$ cat config.mk
export PLATFORM = sky130hd
export DESIGN_NAME = ram_delay_line
export DESIGN_NICKNAME = d
export VERILOG_FILES = /design/src/rtl/rdl_pkg.sv /design/src/rtl/rdl_ptr.sv /design/src/rtl/rdl_store.sv /design/src/rtl/rdl_fill.sv /design/src/rtl/ram_delay_line.sv
export SDC_FILE = /design/constraint.sdc
export NUM_CORES = 1
export LEC_CHECK = 0
export CORE_MARGIN = 5
export CORE_UTILIZATION = 35
export CTS_BUF_LIST = sky130_fd_sc_hd__clkbuf_16
export DETAILED_ROUTE_END_ITERATION = 10
export DONT_BUFFER_PORTS = 1
export RECOVER_POWER = 100
export SYNTH_ARGS = -nofsm -noshare
export SYNTH_HDL_FRONTEND = slang
export SYNTH_SLANG_ARGS = --single-unit
$ cat constraint.sdc
create_clock -name clk_i -period 4.4 [get_ports clk_i]
set_clock_uncertainty 0.1 [all_clocks]
set_input_delay 0.66 -clock clk_i [delete_from_list [all_inputs] [get_ports clk_i]]
set_output_delay 0.66 -clock clk_i [all_outputs]
set_load 0.01 [all_outputs]
$ cat src/rtl/rdl_pkg.sv
package rdl_pkg;

   // Legal depths are powers of two no smaller than two.
   function automatic bit is_pow2(input int unsigned v);
      return (v >= 2) && ((v & (v - 1)) == 0);
   endfunction

   // Address width for a given depth, never below one bit.
   function automatic int unsigned addr_bits(input int unsigned depth);
      return (depth > 1) ? $clog2(depth) : 1;
   endfunction

endpackage

$ cat src/rtl/rdl_ptr.sv
module rdl_ptr #(
   parameter int unsigned   AW    = 4,
   parameter logic [AW-1:0] START = '0
) (
   input  logic          clk_i,
   input  logic          rst_i,
   output logic [AW-1:0] ptr_o
);

   // Free-running address; wraps naturally at 2**AW.
   always_ff @(posedge clk_i) begin
      if (rst_i) ptr_o <= START;
      else       ptr_o <= ptr_o + AW'(1);
   end

endmodule

$ cat src/rtl/rdl_store.sv
module rdl_store #(
   parameter int unsigned W  = 8,
   parameter int unsigned D  = 16,
   parameter int unsigned AW = 4
) (
   input  logic          clk_i,
   input  logic          rst_i,
   input  logic [AW-1:0] wr_addr_i,
   input  logic [W-1:0]  wr_data_i,
   input  logic [AW-1:0] rd_addr_i,
   output logic [W-1:0]  rd_data_o
);

   logic [W-1:0] mem [D];

   // Write port: one word every cycle, no enable.
   always_ff @(posedge clk_i) begin
      mem[wr_addr_i] <= wr_data_i;
   end

   // Read port: registered, returns the contents before this edge's write.
   always_ff @(posedge clk_i) begin
      if (rst_i) rd_data_o <= '0;
      else       rd_data_o <= mem[rd_addr_i];
   end

endmodule

$ cat src/rtl/rdl_fill.sv
module rdl_fill #(
   parameter int unsigned D  = 16,
   parameter int unsigned CW = 5
) (
   input  logic clk_i,
   input  logic rst_i,
   output logic valid_o
);

   logic [CW-1:0] cnt;

   // Count edges since reset; the flag sets on the edge where D were seen.
   always_ff @(posedge clk_i) begin
      if (rst_i) begin
         cnt     <= '0;
         valid_o <= 1'b0;
      end else begin
         if (!valid_o) cnt <= cnt + CW'(1);
         valid_o <= valid_o | (cnt == CW'(D));
      end
   end

endmodule

$ cat src/rtl/ram_delay_line.sv
module ram_delay_line #(
   parameter int unsigned WIDTH        = 8,
   parameter int unsigned DEPTH        = 16,
   parameter bit          MASK_INVALID = 1'b1
) (
   input  logic             clk_i,
   input  logic             rst_i,
   input  logic [WIDTH-1:0] din_i,
   output logic [WIDTH-1:0] dout_o,
   output logic             valid_o
);

   localparam int unsigned AW = rdl_pkg::addr_bits(DEPTH);
   localparam int unsigned CW = AW + 1;

   // Elaboration-time parameter checks.
   generate
      if (!rdl_pkg::is_pow2(DEPTH)) begin : g_bad_depth
         $error("ram_delay_line: DEPTH must be a power of two of at least 2");
      end
      if (WIDTH < 1) begin : g_bad_width
         $error("ram_delay_line: WIDTH must be at least 1");
      end
   endgenerate

   logic [WIDTH-1:0] din_q;
   logic [WIDTH-1:0] rd_word;
   logic [AW-1:0]    rd_ptr;
   logic [AW-1:0]    wr_ptr;

   // Input capture stage ahead of the array write port.
   always_ff @(posedge clk_i) begin
      if (rst_i) din_q <= '0;
      else       din_q <= din_i;
   end

   rdl_ptr #(.AW(AW), .START({AW{1'b0}})) u_rd_ptr (
      .clk_i (clk_i),
      .rst_i (rst_i),
      .ptr_o (rd_ptr)
   );

   rdl_ptr #(.AW(AW), .START({AW{1'b1}})) u_wr_ptr (
      .clk_i (clk_i),
      .rst_i (rst_i),
      .ptr_o (wr_ptr)
   );

   rdl_store #(.W(WIDTH), .D(DEPTH), .AW(AW)) u_store (
      .clk_i     (clk_i),
      .rst_i     (rst_i),
      .wr_addr_i (wr_ptr),
      .wr_data_i (din_q),
      .rd_addr_i (rd_ptr),
      .rd_data_o (rd_word)
   );

   rdl_fill #(.D(DEPTH), .CW(CW)) u_fill (
      .clk_i   (clk_i),
      .rst_i   (rst_i),
      .valid_o (valid_o)
   );

   // Output variant: gate stale words to zero, or pass the read port through.
   generate
      if (MASK_INVALID) begin : g_masked
         assign dout_o = valid_o ? rd_word : '0;
      end else begin : g_raw
         assign dout_o = rd_word;
      end
   endgenerate

endmodule

# ---- Yosys cells after proc, flatten, opt, wreduce, memory -nomap -nowiden
# Memories as Yosys holds them, arrays and structs flattened. A register that Yosys moved wholly into a read port is not among the register bits.
# Index checks and enable logic that the tools add are counted.
dict set report classes {
  add_sub_neg 3
  n_eq_ne 1
  n_mux 1
  bitwise_logic 1
}
# op count
set op_table {}
lappend op_table {{adder 4 x 1 -> 4 bit, second input constant} 2}
lappend op_table {{2-to-1 mux 8 bit} 1}
lappend op_table {{adder 5 x 1 -> 5 bit, second input constant} 1}
lappend op_table {{equality test 5 bit, second input constant} 1}
lappend op_table {{OR 1 bit} 1}
dict set report totals {
  regBits 22
  ramBits 128
  word_cells 12
  mem_count 1
}
# memory depth word_bits rd rd_ports_with_merged_regs wr line
set memory_table {}
lappend memory_table {u_store.mem 16 8 1 1 1 rdl_store.sv:14} ;# logic [W-1:0] mem [D];

# ---- Logic depth before layout (Yosys ltp)
dict set report depth {
  word_depth 2
  ltp_mapped 7
}

# ---- Hierarchy
# A second synthesis with hierarchy kept.
dict set report hier_totals {
  hier_cells 336
  hier_area_um2 6014.5
}
# module n_inst cells_each area_each_um2
set by_module_without_submodules {}
lappend by_module_without_submodules {rdl_store 1 261 5212.5}
lappend by_module_without_submodules {ram_delay_line 1 24 260.2}
lappend by_module_without_submodules {rdl_fill 1 26 254.0}
lappend by_module_without_submodules {{rdl_ptr at u_rd_ptr} 1 13 145.1}
lappend by_module_without_submodules {{rdl_ptr at u_wr_ptr} 1 12 142.6}

# ---- Least setup slack after synthesis
# No wires, ideal clock.
dict set report synth_path {
  path_type {reg-to-output}
  start {register u_fill.valid_o}
  end {output port dout_o[0]}
  t_arrival_ps 855
  t_required_ps 3640
  slack_ps 2785
  path_stages_with_launch 3
  cell_sequence {dfxtp_1 > clkbuf_1 > and2_1}
}
dict set report synth_between {
  elab_chain_len 1
}
# element line
set synth_rtl {}
lappend synth_rtl {{from (decl)} rdl_fill.sv:7} ;# output logic valid_o
lappend synth_rtl {{from (signal assigned)} rdl_fill.sv:19} ;# valid_o <= valid_o | (cnt == CW'(D));
lappend synth_rtl {{2-to-1 mux 8 bit} ram_delay_line.sv:67} ;# assign dout_o = valid_o ? rd_word : '0;
lappend synth_rtl {{to (decl)} ram_delay_line.sv:9} ;# output logic [WIDTH-1:0] dout_o,
# Every way passes these cells.

# ---- Final worst setup path
dict set report layout_path {
  start {register u_fill.valid_o}
  end {output port dout_o[6]}
}
# Same word-level chain as after synthesis.

==> qor.csv <==
metric;value;unit
ys_warn_count;0;
slew_viol_final;0;
post-route-drc-count;0;
combPwrFrac;0.055;
critPathKind;reg2out;
fmax;0.430;GHz
first_pass_iters;4;
rsz0062_at_grt;no;
drt-initial-drc-count;226;
syn_area;0.00613;mm^2
grt_max_degree;62;
clk_pin_slew_worst_paths;60;ps
drive_above_1_share;0.109;
cpPeakStageDelay;760;ps
r2r_end;u_store.rd_data_o[2];
htreeDepth;4;
via_count;2982;
coreArea;0.0172;mm^2
boundaryPins;19;
synthMuxAreaShare;0.109;
startpoint_type;flop;
cts_resized;0;
synth_top_family_by_area;multiplexers;
syn_nets;385;
synth_edf_count;128;
ir_drop;0.259;mV
synth_compound_gate_area_share;0.0451;
p_seq_frac;0.527;
post_cts_buffers;0;
ant_nets;0;
fillers;1530;
die_h;142;um
path_delay_family;flip-flops;
clk_path_buf_depth;2;
routabilityCongestion;0.725;
cts_tree;done;
synth_xor_area_frac;0.0114;
ys_seq_elements;158;
cts_buffers;17;
rr_startpoint;u_rd_ptr.ptr_o[0];
area_delta_synth_final;11.8;%
synth_seq_area_share;0.725;
cp_data_arrival_time;1560;ps
switching_share;0.223;
synthFlopType;edfxtp_1;
timing.max_cap.violations;0;
fin_area;0.00686;mm^2
final.min_clock_period;2320;ps
fin_nets;389;
power;3.37;mW
power_switching;0.751;mW
required;3640;ps
clock-sinks;158;
cp_cell_sequence;and2_0;
synthSimpleGateAreaFrac;0.0694;
status;completed;
grt_pass1_vias;3016;
period_share;0.528;
postSynthCellCount;368;
min_delay_path_depth;1;
p_leak;2.34;nW
setup_tns;0;ps
layout_common_cells;edfxtp_1 (128), mux2i_1 (53), dfxtp_1 (29);
start_util;0.356;
worst-path-max-fanout;14;
routed_wirelength;11200;um
grt_usage;0.116;
wire_per_inst;18.4;um
clockPowerShare;0.418;
overflow;0;
antenna_cells;0;
power.density;491;mW/mm^2
hp-class;in2reg;
avgSynthCellArea;16.7;um^2
hp-start;rst_i;
worst-r2r-cell-count;3;
io_buffers;0;
async_flop_share;0;
internal-power;2.62;mW
hpwl;7080;um
postCtsHoldBufs;0;
slew-limit-headroom;0.208;
synth_cell_type_count;32;
rows;48;
hold_viol;0;
fp.dieW;142;um
final_common_cell;edfxtp_1;
whs_endpoint;din_q[0];
synthAdderAreaFrac;0.0143;
end_kind;output port;
critical-path-slowest-cell;dfxtp_1;
rrSetupSlack;2210;ps
dieArea;0.0203;mm^2
grt_pass1_wl;17300;um
root_buffer;clkbuf_16;
finalSetupViolCount;0;
crit_buf_inv;0;
avgViaCountPerCell;4.89;
utilization;0.398;
worst_slew_pin_slew;1190;ps
clock_latency;430;ps
grt_antenna_before_repair;0;
place_area;0.00628;mm^2
[synthesized netlist by cell type (5+ instances only)]
master / n / area [um^2]
dfxtp_1: 30 / 601
nor2_1: 14 / 52.6
buf_2: 5 / 25.0
nor2b_1: 16 / 100
a22oi_1: 22 / 165
nand2_1: 9 / 33.8
inv_1: 5 / 18.8
and2_1: 21 / 131
mux2i_1: 53 / 531
nand3_1: 6 / 30.0
xor2_1: 5 / 43.8
edfxtp_1: 128 / 3840
ha_1: 7 / 87.6
mux4_2: 5 / 113
o21ai_1: 6 / 30.0
[worst max-delay path by stage]
| stage | startpoint | to | slack [ps] | cells after the start |
|---|---|---|---|---|
| 3_3_place_gp | u_rd_ptr.ptr_o[0] | u_store.rd_data_o[7] | 2240 | 3 |
| 4_1_cts | u_fill.valid_o | dout_o[6] | 2040 | 1 |
| 6_report | u_fill.valid_o | dout_o[6] | 2080 | 1 |
| 2_1_floorplan | u_fill.valid_o | dout_o[0] | 2780 | 2 |
| 3_5_place_dp | u_rd_ptr.ptr_o[0] | u_store.rd_data_o[7] | 2230 | 3 |
| 5_1_grt | u_fill.valid_o | dout_o[6] | 1920 | 1 |
[power by group through the flow]
stage / Clock [mW] / Sequential, mW / Combinational (mW)
after floorplan: 0 / 1.77 / 0.175
after global placement: 0 / 1.81 / 0.186
after detailed placement: 0 / 1.81 / 0.191
after CTS: 1.43 / 1.78 / 0.192
after global routing: 1.49 / 1.79 / 0.206
final: 1.41 / 1.78 / 0.186
[metrics by stage]
stage          setup WS [ps]  hold WS, ps  instances
2_1_floorplan           2780          316        368
3_3_place_gp            2240          330        578
3_5_place_dp            2230          342        578
4_1_cts                 2040          185        610
5_1_grt                 1920          183        610
6_report                2080          208        610
[metal layers]
layer  track usage  share of wire  vias to the layer above
met5             0              0                        -
met4        0.0375         0.0061                        0
met3        0.0386          0.068                        6
met2         0.175           0.47                       69
met1         0.159           0.45                     1507
li1              -              -                     1400
[registers in the layout, summed over array words and instances (netlist names)]
register / count
u_store.mem: 128
u_fill.valid_o: 1
din_q: 8
u_rd_ptr.ptr_o: 4
u_store.rd_data_o: 8
u_wr_ptr.ptr_o: 4
u_fill.cnt: 5
[cells by family (layout without fill, tap and decap cells)]
group / Yosys count / count (layout)
flops: 158 / 158
simple gates: 78 / 78
mux: 59 / 59
compound gates: 37 / 37
buf+inv: 21 / 38
xor+xnor: 8 / 8
fa+ha+maj: 7 / 7
[final cells by class]
cell class / count / area (um^2) / share of cell area
clock buffers: 17 / 425 / 0.0620
clock inverters: 15 / 148 / 0.0215
inverters: 5 / 18.8 / 0.00274
multi-input cells: 189 / 1530 / 0.223
flip-flops and latches: 158 / 4450 / 0.649
well taps: 225 / 282 / 0.0411
repair buffers: 1 / 7.51 / 0.00109
Note: power is estimated with default switching activity, not from simulation.
